`config.mk`:
```
export PLATFORM = sky130hd
export DESIGN_NAME = mrce_timing_ctrl
export DESIGN_NICKNAME = d
export VERILOG_FILES = /design/src/rtl/mrce_pkg.sv /design/src/rtl/mrce_phase_counter.sv /design/src/rtl/mrce_phase_decode.sv /design/src/rtl/mrce_timing_ctrl.sv
export SDC_FILE = /design/constraint.sdc
export NUM_CORES = 1
export LEC_CHECK = 0
export ABC_AREA = 0
export BUFFER_PORTS_ARGS = -buffer_cell sky130_fd_sc_hd__buf_4
export CAP_MARGIN = 10
export CORE_MARGIN = 2
export CORE_UTILIZATION = 40
export DETAILED_ROUTE_END_ITERATION = 8
export PLACE_DENSITY = 0.69
export SYNTH_ARGS = -nofsm -noshare
export SYNTH_HDL_FRONTEND = slang
export SYNTH_SLANG_ARGS = --single-unit
export TNS_END_PERCENT = 30
```
`constraint.sdc`:
```
create_clock -name clk -period 1.1 [get_ports clk]
set_input_delay 0 -clock clk [delete_from_list [all_inputs] [get_ports clk]]
set_output_delay 0 -clock clk [all_outputs]
set_load 0.05 [all_outputs]
```
`src/rtl/mrce_pkg.sv`:
```
package mrce_pkg;

    localparam int MAX_RATES = 8;

    typedef int rate_list_t [MAX_RATES];

    typedef enum logic [1:0] {
        PH_HOLD = 2'd0,
        PH_STEP = 2'd1,
        PH_WRAP = 2'd2
    } phase_step_e;

    function automatic int total_phases(rate_list_t f, int n);
        int s;
        s = 0;
        for (int i = 0; i < n; i++) s += f[i];
        return s;
    endfunction

    function automatic int max_factor(rate_list_t f, int n);
        int m;
        m = 1;
        for (int i = 0; i < n; i++) if (f[i] > m) m = f[i];
        return m;
    endfunction

    function automatic int phase_offset(rate_list_t f, int idx);
        int s;
        s = 0;
        for (int i = 0; i < idx; i++) s += f[i];
        return s;
    endfunction

    function automatic int first_with_factor(rate_list_t f, int idx);
        int k;
        k = idx;
        for (int i = idx - 1; i >= 0; i--) if (f[i] == f[idx]) k = i;
        return k;
    endfunction

    function automatic int width_for(int m);
        return (m > 1) ? $clog2(m) : 1;
    endfunction

endpackage

```
`src/rtl/mrce_phase_counter.sv`:
```
module mrce_phase_counter
    import mrce_pkg::*;
#(
    parameter int FACTOR     = 2,
    parameter int CW         = 1,
    parameter bit RESET_SYNC = 1'b1
) (
    input  logic          clk,
    input  logic          rst,
    input  logic          ce_in,
    output logic [CW-1:0] phase
);

    localparam logic [CW-1:0] LAST = CW'(FACTOR - 1);

    phase_step_e   step;
    logic [CW-1:0] phase_nxt;

    always_comb begin
        if (!ce_in)              step = PH_HOLD;
        else if (phase == LAST)  step = PH_WRAP;
        else                     step = PH_STEP;
    end

    always_comb begin
        unique case (step)
            PH_HOLD: phase_nxt = phase;
            PH_STEP: phase_nxt = phase + CW'(1);
            PH_WRAP: phase_nxt = '0;
            default: phase_nxt = '0;
        endcase
    end

    generate
        if (RESET_SYNC) begin : g_sync_rst
            always_ff @(posedge clk) begin
                if (rst) phase <= '0;
                else     phase <= phase_nxt;
            end
        end else begin : g_async_rst
            always_ff @(posedge clk or posedge rst) begin
                if (rst) phase <= '0;
                else     phase <= phase_nxt;
            end
        end
    endgenerate

    assert_phase_in_range_R4: assert property (@(posedge clk) disable iff (rst)
        phase <= LAST);

    assert_hold_when_idle_R3: assert property (@(posedge clk) disable iff (rst)
        !ce_in |=> $stable(phase));

    assert_wrap_to_zero_R4: assert property (@(posedge clk) disable iff (rst)
        (ce_in && phase == LAST) |=> phase == '0);

    assert_reset_to_zero_R9: assert property (@(posedge clk)
        rst |=> phase == '0);

endmodule

```
`src/rtl/mrce_phase_decode.sv`:
```
module mrce_phase_decode #(
    parameter int FACTOR = 2,
    parameter int CW     = 1
) (
    input  logic              ce_in,
    input  logic [CW-1:0]     phase,
    output logic [FACTOR-1:0] en,
    output logic              valid
);

    generate
        for (genvar p = 0; p < FACTOR; p++) begin : g_phase
            assign en[p] = ce_in && (phase == CW'(p));
        end
    endgenerate

    assign valid = en[FACTOR-1];

endmodule

```
`src/rtl/mrce_timing_ctrl.sv`:
```
module mrce_timing_ctrl
    import mrce_pkg::*;
#(
    parameter int         NUM_RATES    = 5,
    parameter rate_list_t RATE_FACTORS = '{2, 3, 2, 4, 1, 0, 0, 0},
    parameter bit         RESET_SYNC   = 1'b1,
    localparam int        TOTAL_PHASES = total_phases(RATE_FACTORS, NUM_RATES)
) (
    input  logic                    clk,
    input  logic                    rst,
    input  logic                    ce_in,
    output logic                    base_en,
    output logic                    base_valid,
    output logic [TOTAL_PHASES-1:0] phase_en,
    output logic [NUM_RATES-1:0]    rate_valid
);

    localparam int CW = width_for(max_factor(RATE_FACTORS, NUM_RATES));

    logic [NUM_RATES-1:0][CW-1:0] rate_phase;

    assign base_en    = ce_in;
    assign base_valid = ce_in;

    generate
        for (genvar r = 0; r < NUM_RATES; r++) begin : g_rate
            localparam int F     = RATE_FACTORS[r];
            localparam int OFF   = phase_offset(RATE_FACTORS, r);
            localparam int OWNER = first_with_factor(RATE_FACTORS, r);

            if (OWNER == r) begin : g_own_counter
                mrce_phase_counter #(
                    .FACTOR     (F),
                    .CW         (CW),
                    .RESET_SYNC (RESET_SYNC)
                ) u_cnt (
                    .clk   (clk),
                    .rst   (rst),
                    .ce_in (ce_in),
                    .phase (rate_phase[r])
                );
            end else begin : g_shared_counter
                assign rate_phase[r] = rate_phase[OWNER];
            end

            mrce_phase_decode #(
                .FACTOR (F),
                .CW     (CW)
            ) u_dec (
                .ce_in (ce_in),
                .phase (rate_phase[r]),
                .en    (phase_en[OFF +: F]),
                .valid (rate_valid[r])
            );

            assert_one_phase_R5: assert property (@(posedge clk) disable iff (rst)
                $onehot0(phase_en[OFF +: F]));

            assert_valid_needs_ce_R6: assert property (@(posedge clk) disable iff (rst)
                rate_valid[r] |-> ce_in);
        end
    endgenerate

    assert_idle_all_low_R3: assert property (@(posedge clk) disable iff (rst)
        !ce_in |-> (phase_en == '0));

endmodule

```
==> metrics.txt, run 1 <==
highest cell delay on the worst timing path=0.53 ns; worst hold slack after final layout=-0.00471 ns; worst path bufs/invs=1; final instance area=1030 um2; hold endpoint=g_rate[0].g_own_counter.u_cnt.phase[0]$_SDFFE_PP0P_; final-report setup violation count=20; Filler cells=111; mapped cell area=636 um2; floorplan die width=43.9 um; sum of negative setup slack=-1.25 ns; area taken by multi-input logic gates=423 um2; post-synth cell types=15; CP Cell Sequence=inv_2, ha_4, or4b_4, o31ai_2; share of the synthesized area in the top cell type=25.2%; cell family with most CP delay=simple AND/OR/NAND/NOR gates; die height=43.9 um; cell with the largest stage delay on the worst path=or4b_4; worst clock skew=0.000573 ns; global route total overflow=0; start point of the worst hold path=rst; reg-to-reg endpoint=g_rate[1].g_own_counter.u_cnt.phase[0]$_SDFFE_PP0P_; root buffer selected by CTS=clkbuf_4; number of flip-flops under the largest register name=8; registers with the most flip-flops=g_rate.g_own_counter.u_cnt.phase (8); Max-cap violations=0; final wirelength=1230 um; Worst R2R Start=g_rate[1].g_own_counter.u_cnt.phase[0]$_SDFFE_PP0P_; cell accounting for the most synthesized area=dfxtp_1; number of I/O port buffers=21; 1st-iter DRT viols=7; largest voltage drop on the vdd net=0.681 mV; Clk Latency, worst-skew pair=0.25 ns; critical path required time=1.26 ns; post-route worst setup slack=-0.111 ns; Nets=107; register ranked first by flip-flop count=g_rate.g_own_counter.u_cnt.phase; Yosys reg bits=8; Detailed Routing Iterations Pass 1=4; via total after detailed routing=523; area of the core region=1510 um2; TritonCTS Buffers=3; total of warnings raised by yosys=0; site row count=14; result of the run=complete, but fails checks; CTS tree=built; kind of end point of the critical path=flop; initial standard-cell utilization of the core=42.2%; number of primary I/O pins=22; CTS clock-pin slew for the worst setup and hold paths=0.06 ns; largest net degree at the start of global routing=20; f_max=826 MHz; biggest area contributors in the synthesized netlist=dfxtp_1, ha_1, buf_4, and2_1, or4b_1; Final Max Tran Viols=0; power density over the cells=1010 nW/um2; average wire per standard cell=11.4 um; fraction of final layout cells sized beyond drive strength 1=72.8%; hold-critical path depth=2; clock sinks=8; class of the most critical hold timing path=input pin to flop; sequential fraction of the synthesis area=25.2%; overall track demand over capacity in global routing=14.2%; post-route ant nets=0; vias in the first global route=469; internal reg-to-reg setup slack=-0.11 ns; startpoint-to-endpoint class of the critical path=flop to flop; Routability Congestion=0.731; wire length of the first global-routing pass=2090 um; mean instance size in the synthesized netlist=8.83 um2; commonest non-fill, non-tap cell in the layout=buf_6; leakage power=0.440 nW; violated checks=hold timing, setup timing; worst reg2reg path depth=4; number of antenna cells inserted=0; sequential cell area=170 um2; placed cell area=758 um2; number of remaining DRC errors=0; number of buffers between clock root and the deepest sink=2; synthesized net count=85; sort of element at the start of the critical path=flop; unrepaired setup endpoints after global routing=yes; Avg Vias per Cell=4.84; layout overhead on the synthesized area=62.4%; count of mapped cells out of synthesis=72; actual slew at the worst max-slew pin=0.197 ns; Final Critical Period=1.21 ns; pre-CTS worst setup slack=-0.152 ns; HPWL after detailed placement=755 um; Worst Path Max Fanout=3; antenna violations before repair=0; area of the die=1920 um2; Final Hold Vio Count=2; arrival time reported for the critical path endpoint=1.37 ns; fraction of the cycle the final worst path needs=110%; maximum level of the CTS H-tree=1; most frequent cells in the layout=buf_6, buf_4, dfxtp_2, and2_4, buf_8; relative max-transition margin=86.7%
## worst max path at each step
stage | startpoint | endpoint | slack [ns] | cells after the start
after floorplan | g_rate[1].g_own_counter.u_cnt.phase[0]$_SDFFE_PP0P_ | g_rate[1].g_own_counter.u_cnt.phase[0]$_SDFFE_PP0P_ | -0.09 | 4
after global placement | g_rate[1].g_own_counter.u_cnt.phase[0]$_SDFFE_PP0P_ | g_rate[1].g_own_counter.u_cnt.phase[0]$_SDFFE_PP0P_ | -0.10 | 4
after detailed placement | g_rate[1].g_own_counter.u_cnt.phase[0]$_SDFFE_PP0P_ | g_rate[1].g_own_counter.u_cnt.phase[0]$_SDFFE_PP0P_ | -0.15 | 4
after CTS | g_rate[1].g_own_counter.u_cnt.phase[0]$_SDFFE_PP0P_ | g_rate[1].g_own_counter.u_cnt.phase[0]$_SDFFE_PP0P_ | -0.11 | 4
after global routing | g_rate[4].g_own_counter.u_cnt.phase[0]$_SDFFE_PP0P_ | g_rate[4].g_own_counter.u_cnt.phase[0]$_SDFFE_PP0P_ | -0.15 | 4
final | g_rate[1].g_own_counter.u_cnt.phase[0]$_SDFFE_PP0P_ | g_rate[1].g_own_counter.u_cnt.phase[0]$_SDFFE_PP0P_ | -0.11 | 4
## routing by layer
metal / part of all wire [%] / vias up / routed length [um] / GRT usage, %
li1: - / 258 / - / -
met1: 45 / 250 / 549 / 18.0
met3: 4.6 / 0 / 57 / 1.25
met5: 0 / - / 0 / 0
met4: 0 / 0 / 0 / 5.45
met2: 51 / 15 / 621 / 24.7
## cell type report
cell class                 instances  area share, %
tap                               16           1.94
clock buffer                       3           2.18
multi-input combinational         40           41.0
timing repair buffer              33           34.5
sequential                         8           16.5
inverter                           8           3.88
## repair_timing
| action | 4_1_cts | 5_1_grt |
|---|---|---|
| resized for setup | 55 | 12 |
| pin swaps | 8 | 2 |
| endpoints found under the setup margin | 20 | 21 |
| setup buffers | 3 | 1 |
| hold endpoints to repair | 5 | 0 |
| cloned | 0 | 0 |
## cell usage after synthesis
| library cell | number |
|---|---|
| a21oi_1 | 4 |
| and2_1 | 10 |
| buf_2 | 1 |
| buf_4 | 13 |
| buf_6 | 1 |
| clkbuf_1 | 1 |
| dfxtp_1 | 8 |
| ha_1 | 10 |
| inv_1 | 8 |
| nand2b_1 | 4 |
| nand3b_1 | 4 |
| nor2_1 | 1 |
| o31ai_1 | 3 |
| or4b_1 | 3 |
| xnor2_1 | 1 |
## cell families after synthesis
family | share of synthesized area, %
AOI/OAI and AO/OA | 6.69
buffers and inverters | 23.2
xor gates and xnor gates | 1.38
adders and majority gates | 19.7
and+or+nand+nor | 23.8
DFF | 25.2
## through the flow
step,utilization [%],power (W),hold WS (ns),cells
3_3_place_gp,50.3,0.000686,0.260,101
4_1_cts,65.0,0.00101,-0.0128,107
2_1_floorplan,-,0.000618,0.167,72
3_5_place_dp,50.3,0.000691,0.262,101
5_1_grt,68.5,0.00109,0.0118,108
6_report,68.5,0.00104,-0.00471,108
## power breakdown
part	leakage, nW	total, W	switching (W)	internal (W)
registers	0.0687	0.000328	0.0000148	0.000313
logic	0.357	0.000482	0.000275	0.000207
clock network	0.0138	0.000230	0.000104	0.000125
Note: power is estimated with default switching activity, not from simulation.
==> inputs of run 2 (changes only) <==
- REMOVE_ABC_BUFFERS: default -> 1
==> metrics.txt, run 2 (synthesis results as in run 1) <==
post-route worst setup slack=-0.118 ns (was -0.111 ns); violated checks=setup timing (was hold timing, setup timing); Avg Vias per Cell=4.90 (was 4.84); Overall Power=0.00102 W (was 0.00104 W); die height=43.9 um (unchanged); Final Critical Period=1.22 ns (was 1.21 ns); hold-critical path depth=3 (was 2); area of the die=1920 um2 (unchanged); register ranked first by flip-flop count=g_rate.g_own_counter.u_cnt.phase (unchanged); CTS clock-pin slew for the worst setup and hold paths=0.06 ns (about the same); worst clock skew=0.00709 ns (was 0.000573 ns); number of buffers between clock root and the deepest sink=2 (unchanged); maximum level of the CTS H-tree=1 (unchanged); Clk Latency, worst-skew pair=0.25 ns (about the same); via total after detailed routing=544 (was 523); Nets=110 (was 107); result of the run=complete, but fails checks (unchanged); initial standard-cell utilization of the core=42.2% (unchanged); sort of element at the start of the critical path=flop (unchanged); layout overhead on the synthesized area=64.4% (was 62.4%); commonest non-fill, non-tap cell in the layout=buf_6 (unchanged); number of antenna cells inserted=0 (unchanged); Detailed Routing Iterations Pass 1=4 (unchanged); Final Hold Vio Count=0 (was 2); sum of negative setup slack=-1.28 ns (was -1.25 ns); wire length of the first global-routing pass=2130 um (was 2090 um); TritonCTS Buffers=3 (unchanged); post-route ant nets=0 (unchanged); critical path required time=1.27 ns (was 1.26 ns); number of remaining DRC errors=0 (unchanged); largest voltage drop on the vdd net=0.583 mV (was 0.681 mV); registers with the most flip-flops=g_rate.g_own_counter.u_cnt.phase (8) (unchanged); area of the core region=1510 um2 (unchanged); site row count=14 (unchanged); number of flip-flops under the largest register name=8 (unchanged); fraction of the cycle the final worst path needs=111% (was 110%); floorplan die width=43.9 um (unchanged); average wire per standard cell=12.3 um (was 11.4 um); unrepaired setup endpoints after global routing=yes (unchanged); Final Max Tran Viols=0 (unchanged); number of I/O port buffers=21 (unchanged); relative max-transition margin=84.1% (was 86.7%); startpoint-to-endpoint class of the critical path=flop to flop (unchanged); fraction of final layout cells sized beyond drive strength 1=68.4% (was 72.8%); Max-cap violations=0 (unchanged); Routability Congestion=0.710 (was 0.731); final wirelength=1360 um (was 1230 um); kind of end point of the critical path=flop (unchanged); number of primary I/O pins=22 (unchanged); f_max=821 MHz (was 826 MHz); most frequent cells in the layout=buf_6, buf_4, and2_1, dfxtp_2, buf_8 (was buf_6, buf_4, dfxtp_2, and2_4, buf_8); largest net degree at the start of global routing=28 (was 20); antenna violations before repair=0 (unchanged); power density over the cells=980 nW/um2 (was 1010 nW/um2); worst reg2reg path depth=4 (unchanged); final-report setup violation count=17 (was 20); leakage power=0.447 nW (was 0.440 nW); root buffer selected by CTS=clkbuf_4 (unchanged); 1st-iter DRT viols=2 (was 7); overall track demand over capacity in global routing=14.5% (was 14.2%); pre-CTS worst setup slack=-0.144 ns (was -0.152 ns); Worst Path Max Fanout=3 (unchanged); class of the most critical hold timing path=input pin to flop (unchanged); actual slew at the worst max-slew pin=0.239 ns (was 0.197 ns); clock sinks=8 (unchanged); global route total overflow=0 (unchanged); HPWL after detailed placement=769 um (was 755 um); CTS tree=built (unchanged); vias in the first global route=529 (was 469); arrival time reported for the critical path endpoint=1.38 ns (was 1.37 ns)
run 2: changes by cell type in the layout (fill, tap and decap cells not counted), moves of 2 or more:
cell	before	now
and2_1	2	6
and2_4	7	4
dfxtp_2	8	6
dfxtp_4	0	2
dlygate4sd3_1	0	3
inv_6	2	0
run 2: metal layers:
layer	vias up	GRT usage [%]	wire length, um
met5	-	0	0
met1	267	16.8	581
met4	0	1.82	0
met2	11	25.0	716
li1	266	-	-
met3	0	6.67	63
run 2: where the power goes:
part / leakage, nW / total (W) / internal, W / switching, W
registers: 0.0693 / 0.000332 / 0.000312 / 0.0000193
clock network: 0.0138 / 0.000221 / 0.000125 / 0.0000965
logic: 0.363 / 0.000472 / 0.000202 / 0.000270
run 2: per-stage QoR:
step	instance area, um2	std cells	util (%)	hold WS (ns)
after CTS	947	108	62.9	-0.0335
after global placement	748	100	49.7	0.255
after floorplan	518	56	-	0
after detailed placement	748	100	49.7	0.257
after global routing	1040	111	69.4	0.0664
final	1040	111	69.4	0.0717
run 2: repair_timing:
item | 4_1_cts | 5_1_grt
pin swaps | 3 | 4
gates cloned | 0 | 0
hold endpoints to repair | 4 | 3
hold buffers | 1 | 2
resized for setup | 46 | 19
setup endpoints to repair | 20 | 23
setup buffers | 4 | 1
run 2: final cells by class:
cell class | count | area (um2)
Multi-Input combinational cell | 40 | 412
Inverter | 8 | 32.5
Sequential cell | 8 | 175
Clock buffer | 3 | 22.5
Tap cell | 16 | 20.0
Timing Repair Buffer | 36 | 383
Fill cell | 105 | 462
run 2: path summary, 6_finish.rpt:
kind	endpoint	startpoint	slack (ns)
hold reg to reg	g_rate[0].g_own_counter.u_cnt.phase[1]$_SDFFE_PP0P_	g_rate[0].g_own_counter.u_cnt.phase[1]$_SDFFE_PP0P_	0.48
hold / removal	g_rate[4].g_own_counter.u_cnt.phase[0]$_SDFFE_PP0P_	rst	0.07
setup / recovery	g_rate[1].g_own_counter.u_cnt.phase[0]$_SDFFE_PP0P_	g_rate[1].g_own_counter.u_cnt.phase[0]$_SDFFE_PP0P_	-0.12
setup reg to reg	g_rate[1].g_own_counter.u_cnt.phase[0]$_SDFFE_PP0P_	g_rate[1].g_own_counter.u_cnt.phase[0]$_SDFFE_PP0P_	-0.12
run 2: worst max-delay path, cell delays in order, from the launching register on:
cell and delay, ns:
dfxtp_2 0.34, inv_2 0.05, ha_4 0.15, or4b_4 0.52
o31ai_2 0.07
==> inputs of run 3 (changes only) <==
- CORE_UTILIZATION: 40 -> 24
- PLACE_DENSITY: 0.69 -> default
==> metrics.txt, run 3 (synthesis results as in run 1) <==
Filler cells=242 (was 105); commonest non-fill, non-tap cell in the layout=buf_6 (unchanged); CTS tree=built (unchanged); Worst Path Max Fanout=2 (was 3); average wire per standard cell=9.96 um (was 12.3 um); wire length of the first global-routing pass=2010 um (was 2130 um); site row count=18 (was 14); Detailed Routing Iterations Pass 1=4 (unchanged); number of buffers between clock root and the deepest sink=2 (unchanged); fraction of final layout cells sized beyond drive strength 1=72.8% (was 68.4%); startpoint-to-endpoint class of the critical path=flop to output port (was flop to flop); antenna violations before repair=0 (unchanged); post-route worst setup slack=-0.0918 ns (was -0.118 ns); internal reg-to-reg setup slack=-0.09 ns (was -0.12 ns); placed cell area=773 um2 (was 748 um2); Clk Latency, worst-skew pair=0.25 ns (about the same); maximum level of the CTS H-tree=1 (unchanged); area of the core region=2500 um2 (was 1510 um2); die height=55.5 um (was 43.9 um); actual slew at the worst max-slew pin=0.334 ns (was 0.239 ns); via total after detailed routing=503 (was 544); critical path required time=1.10 ns (was 1.27 ns); post-route ant nets=0 (unchanged); number of flip-flops under the largest register name=8 (unchanged); Overall Power=0.00105 W (was 0.00102 W); met2 WL=618 um (was 716 um); layout overhead on the synthesized area=69.3% (was 64.4%); leakage power=0.451 nW (was 0.447 nW); clock sinks=8 (unchanged); Routability Congestion=0.636 (was 0.710); Flop pwr share=31.2% (was 32.4%); Final Critical Period=1.19 ns (was 1.22 ns); most frequent cells in the layout=buf_6, and2_4, buf_4, buf_8, dfxtp_2 (was buf_6, buf_4, and2_1, dfxtp_2, buf_8); Net Sw Frac=37.1% (was 37.6%); area of the die=3080 um2 (was 1920 um2); M1 WL=510 um (was 581 um); reg-to-reg endpoint=g_rate[1].g_own_counter.u_cnt.phase[0]$_SDFFE_PP0P_ (unchanged); number of I/O port buffers=21 (unchanged); 1st-iter DRT viols=12 (was 2); CTS clock-pin slew for the worst setup and hold paths=0.05 ns (was 0.06 ns); violated checks=setup timing (unchanged); unrepaired setup endpoints after global routing=yes (unchanged); hold endpoint=g_rate[4].g_own_counter.u_cnt.phase[0]$_SDFFE_PP0P_ (unchanged); Nets=107 (was 110); CP Cell Sequence=ha_2, buf_4, and2_4, buf_8 (was inv_2, ha_4, or4b_4, o31ai_2); kind of end point of the critical path=output port (was flop); Worst R2R Start=g_rate[1].g_own_counter.u_cnt.phase[0]$_SDFFE_PP0P_ (unchanged); Max-cap violations=0 (unchanged); final core area utilization=43.0% (was 69.4%); worst clock skew=0.000181 ns (was 0.00709 ns); number of primary I/O pins=22 (unchanged); HPWL after detailed placement=765 um (was 769 um); number of remaining DRC errors=0 (unchanged); Final Hold Vio Count=0 (unchanged); Internal Power=0.000664 W (was 0.000639 W); final wirelength=1220 um (was 1360 um); register ranked first by flip-flop count=g_rate.g_own_counter.u_cnt.phase (unchanged); fraction of the cycle the final worst path needs=108% (was 111%); highest cell delay on the worst timing path=0.32 ns (was 0.52 ns); uppermost layer routed=met3 (unchanged); Final Max Tran Viols=0 (unchanged); area taken by multi-input logic gates=435 um2 (was 412 um2); arrival time reported for the critical path endpoint=1.19 ns (was 1.38 ns); sum of negative setup slack=-1.23 ns (was -1.28 ns); Avg Vias per Cell=4.12 (was 4.90); global route total overflow=0 (unchanged); largest net degree at the start of global routing=28 (unchanged); final instance area=1080 um2 (was 1040 um2); floorplan die width=55.5 um (was 43.9 um); cell with the largest stage delay on the worst path=dfxtp_2 (was or4b_4); vias in the first global route=471 (was 529); number of antenna cells inserted=0 (unchanged); overall track demand over capacity in global routing=8.48% (was 14.5%); result of the run=complete, but fails checks (unchanged); relative max-transition margin=77.6% (was 84.1%); logic gate share of total power=47.8% (was 46.0%); root buffer selected by CTS=clkbuf_4 (unchanged); net switching power=0.000391 W (was 0.000385 W); share of power burned in the clock network=21.0% (was 21.6%); sort of element at the start of the critical path=flop (unchanged); hold-critical path depth=3 (unchanged); met3 routed wirelength=86 um (was 63 um); f_max=839 MHz (was 821 MHz); class of the most critical hold timing path=input pin to flop (unchanged); worst reg2reg path depth=4 (unchanged); power density over the cells=980 nW/um2 (about the same); sequential cell area=170 um2 (was 175 um2); largest voltage drop on the vdd net=0.633 mV (was 0.583 mV); registers with the most flip-flops=g_rate.g_own_counter.u_cnt.phase (8) (unchanged); final-report setup violation count=20 (was 17); TritonCTS Buffers=3 (unchanged); initial standard-cell utilization of the core=25.4% (was 42.2%); start point of the worst hold path=rst (unchanged)
==> run 3: timing repair <==
action,in CTS,in global routing
pin swaps,4,3
setup buffers,2,1
endpoints found under the setup margin,20,21
hold buffers,1,0
hold endpoints to repair,8,0
gates resized for setup,71,4
gates cloned,0,0
==> run 3: how the worst max path moves through the flow <==
stage,startpoint,to
after floorplan,g_rate[0].g_own_counter.u_cnt.phase[0]$_SDFFE_PP0P_,phase_en[1]
after global placement,g_rate[1].g_own_counter.u_cnt.phase[0]$_SDFFE_PP0P_,g_rate[1].g_own_counter.u_cnt.phase[0]$_SDFFE_PP0P_
after detailed placement,g_rate[1].g_own_counter.u_cnt.phase[0]$_SDFFE_PP0P_,g_rate[1].g_own_counter.u_cnt.phase[0]$_SDFFE_PP0P_
after CTS,g_rate[1].g_own_counter.u_cnt.phase[0]$_SDFFE_PP0P_,phase_en[4]
after global routing,g_rate[3].g_own_counter.u_cnt.phase[0]$_SDFFE_PP0P_,rate_valid[3]
final,g_rate[3].g_own_counter.u_cnt.phase[0]$_SDFFE_PP0P_,rate_valid[3]
==> run 3: metrics by stage <==
| step | setup WS [ns] | instances | hold slack (ns) |
|---|---|---|---|
| 2_1_floorplan | -0.796 | 56 | 0 |
| 3_3_place_gp | -0.0938 | 115 | 0.252 |
| 3_5_place_dp | -0.152 | 115 | 0.254 |
| 4_1_cts | -0.108 | 121 | 0.0294 |
| 5_1_grt | -0.134 | 122 | 0.0540 |
| 6_report | -0.0918 | 122 | 0.0469 |
==> run 3: layer usage <==
metal | track usage, % | up-vias
li1 | - | 258
met1 | 9.22 | 224
met2 | 14.6 | 21
met3 | 3.51 | 0
met4 | 3.14 | 0
met5 | 0 | -
==> run 3: power by group through the flow <==
stage | sequential [W] | combinational [W] | clock, W
2_1_floorplan | 0.000328 | 0.000221 | 0
3_3_place_gp | 0.000326 | 0.000363 | 0
3_5_place_dp | 0.000327 | 0.000370 | 0
4_1_cts | 0.000328 | 0.000492 | 0.000239
5_1_grt | 0.000331 | 0.000541 | 0.000245
6_report | 0.000329 | 0.000505 | 0.000221
==> run 3: final cells by class <==
| cell class | instances | share of cell area [%] |
|---|---|---|
| Multi-Input combinational cell | 40 | 40.5 |
| Timing Repair Buffer | 33 | 34.4 |
| Sequential cell | 8 | 15.8 |
| Inverter | 8 | 3.72 |
| Tap cell | 30 | 3.49 |
| Clock buffer | 3 | 2.09 |
==> run 3: worst max-delay path, delay by kind of cell (launching register included) <==
| family | cells | cell delay, ns |
|---|---|---|
| fa+ha+maj | 1 | 0.18 |
| buf+inv | 2 | 0.27 |
| flops | 1 | 0.32 |
| simple gates | 1 | 0.16 |
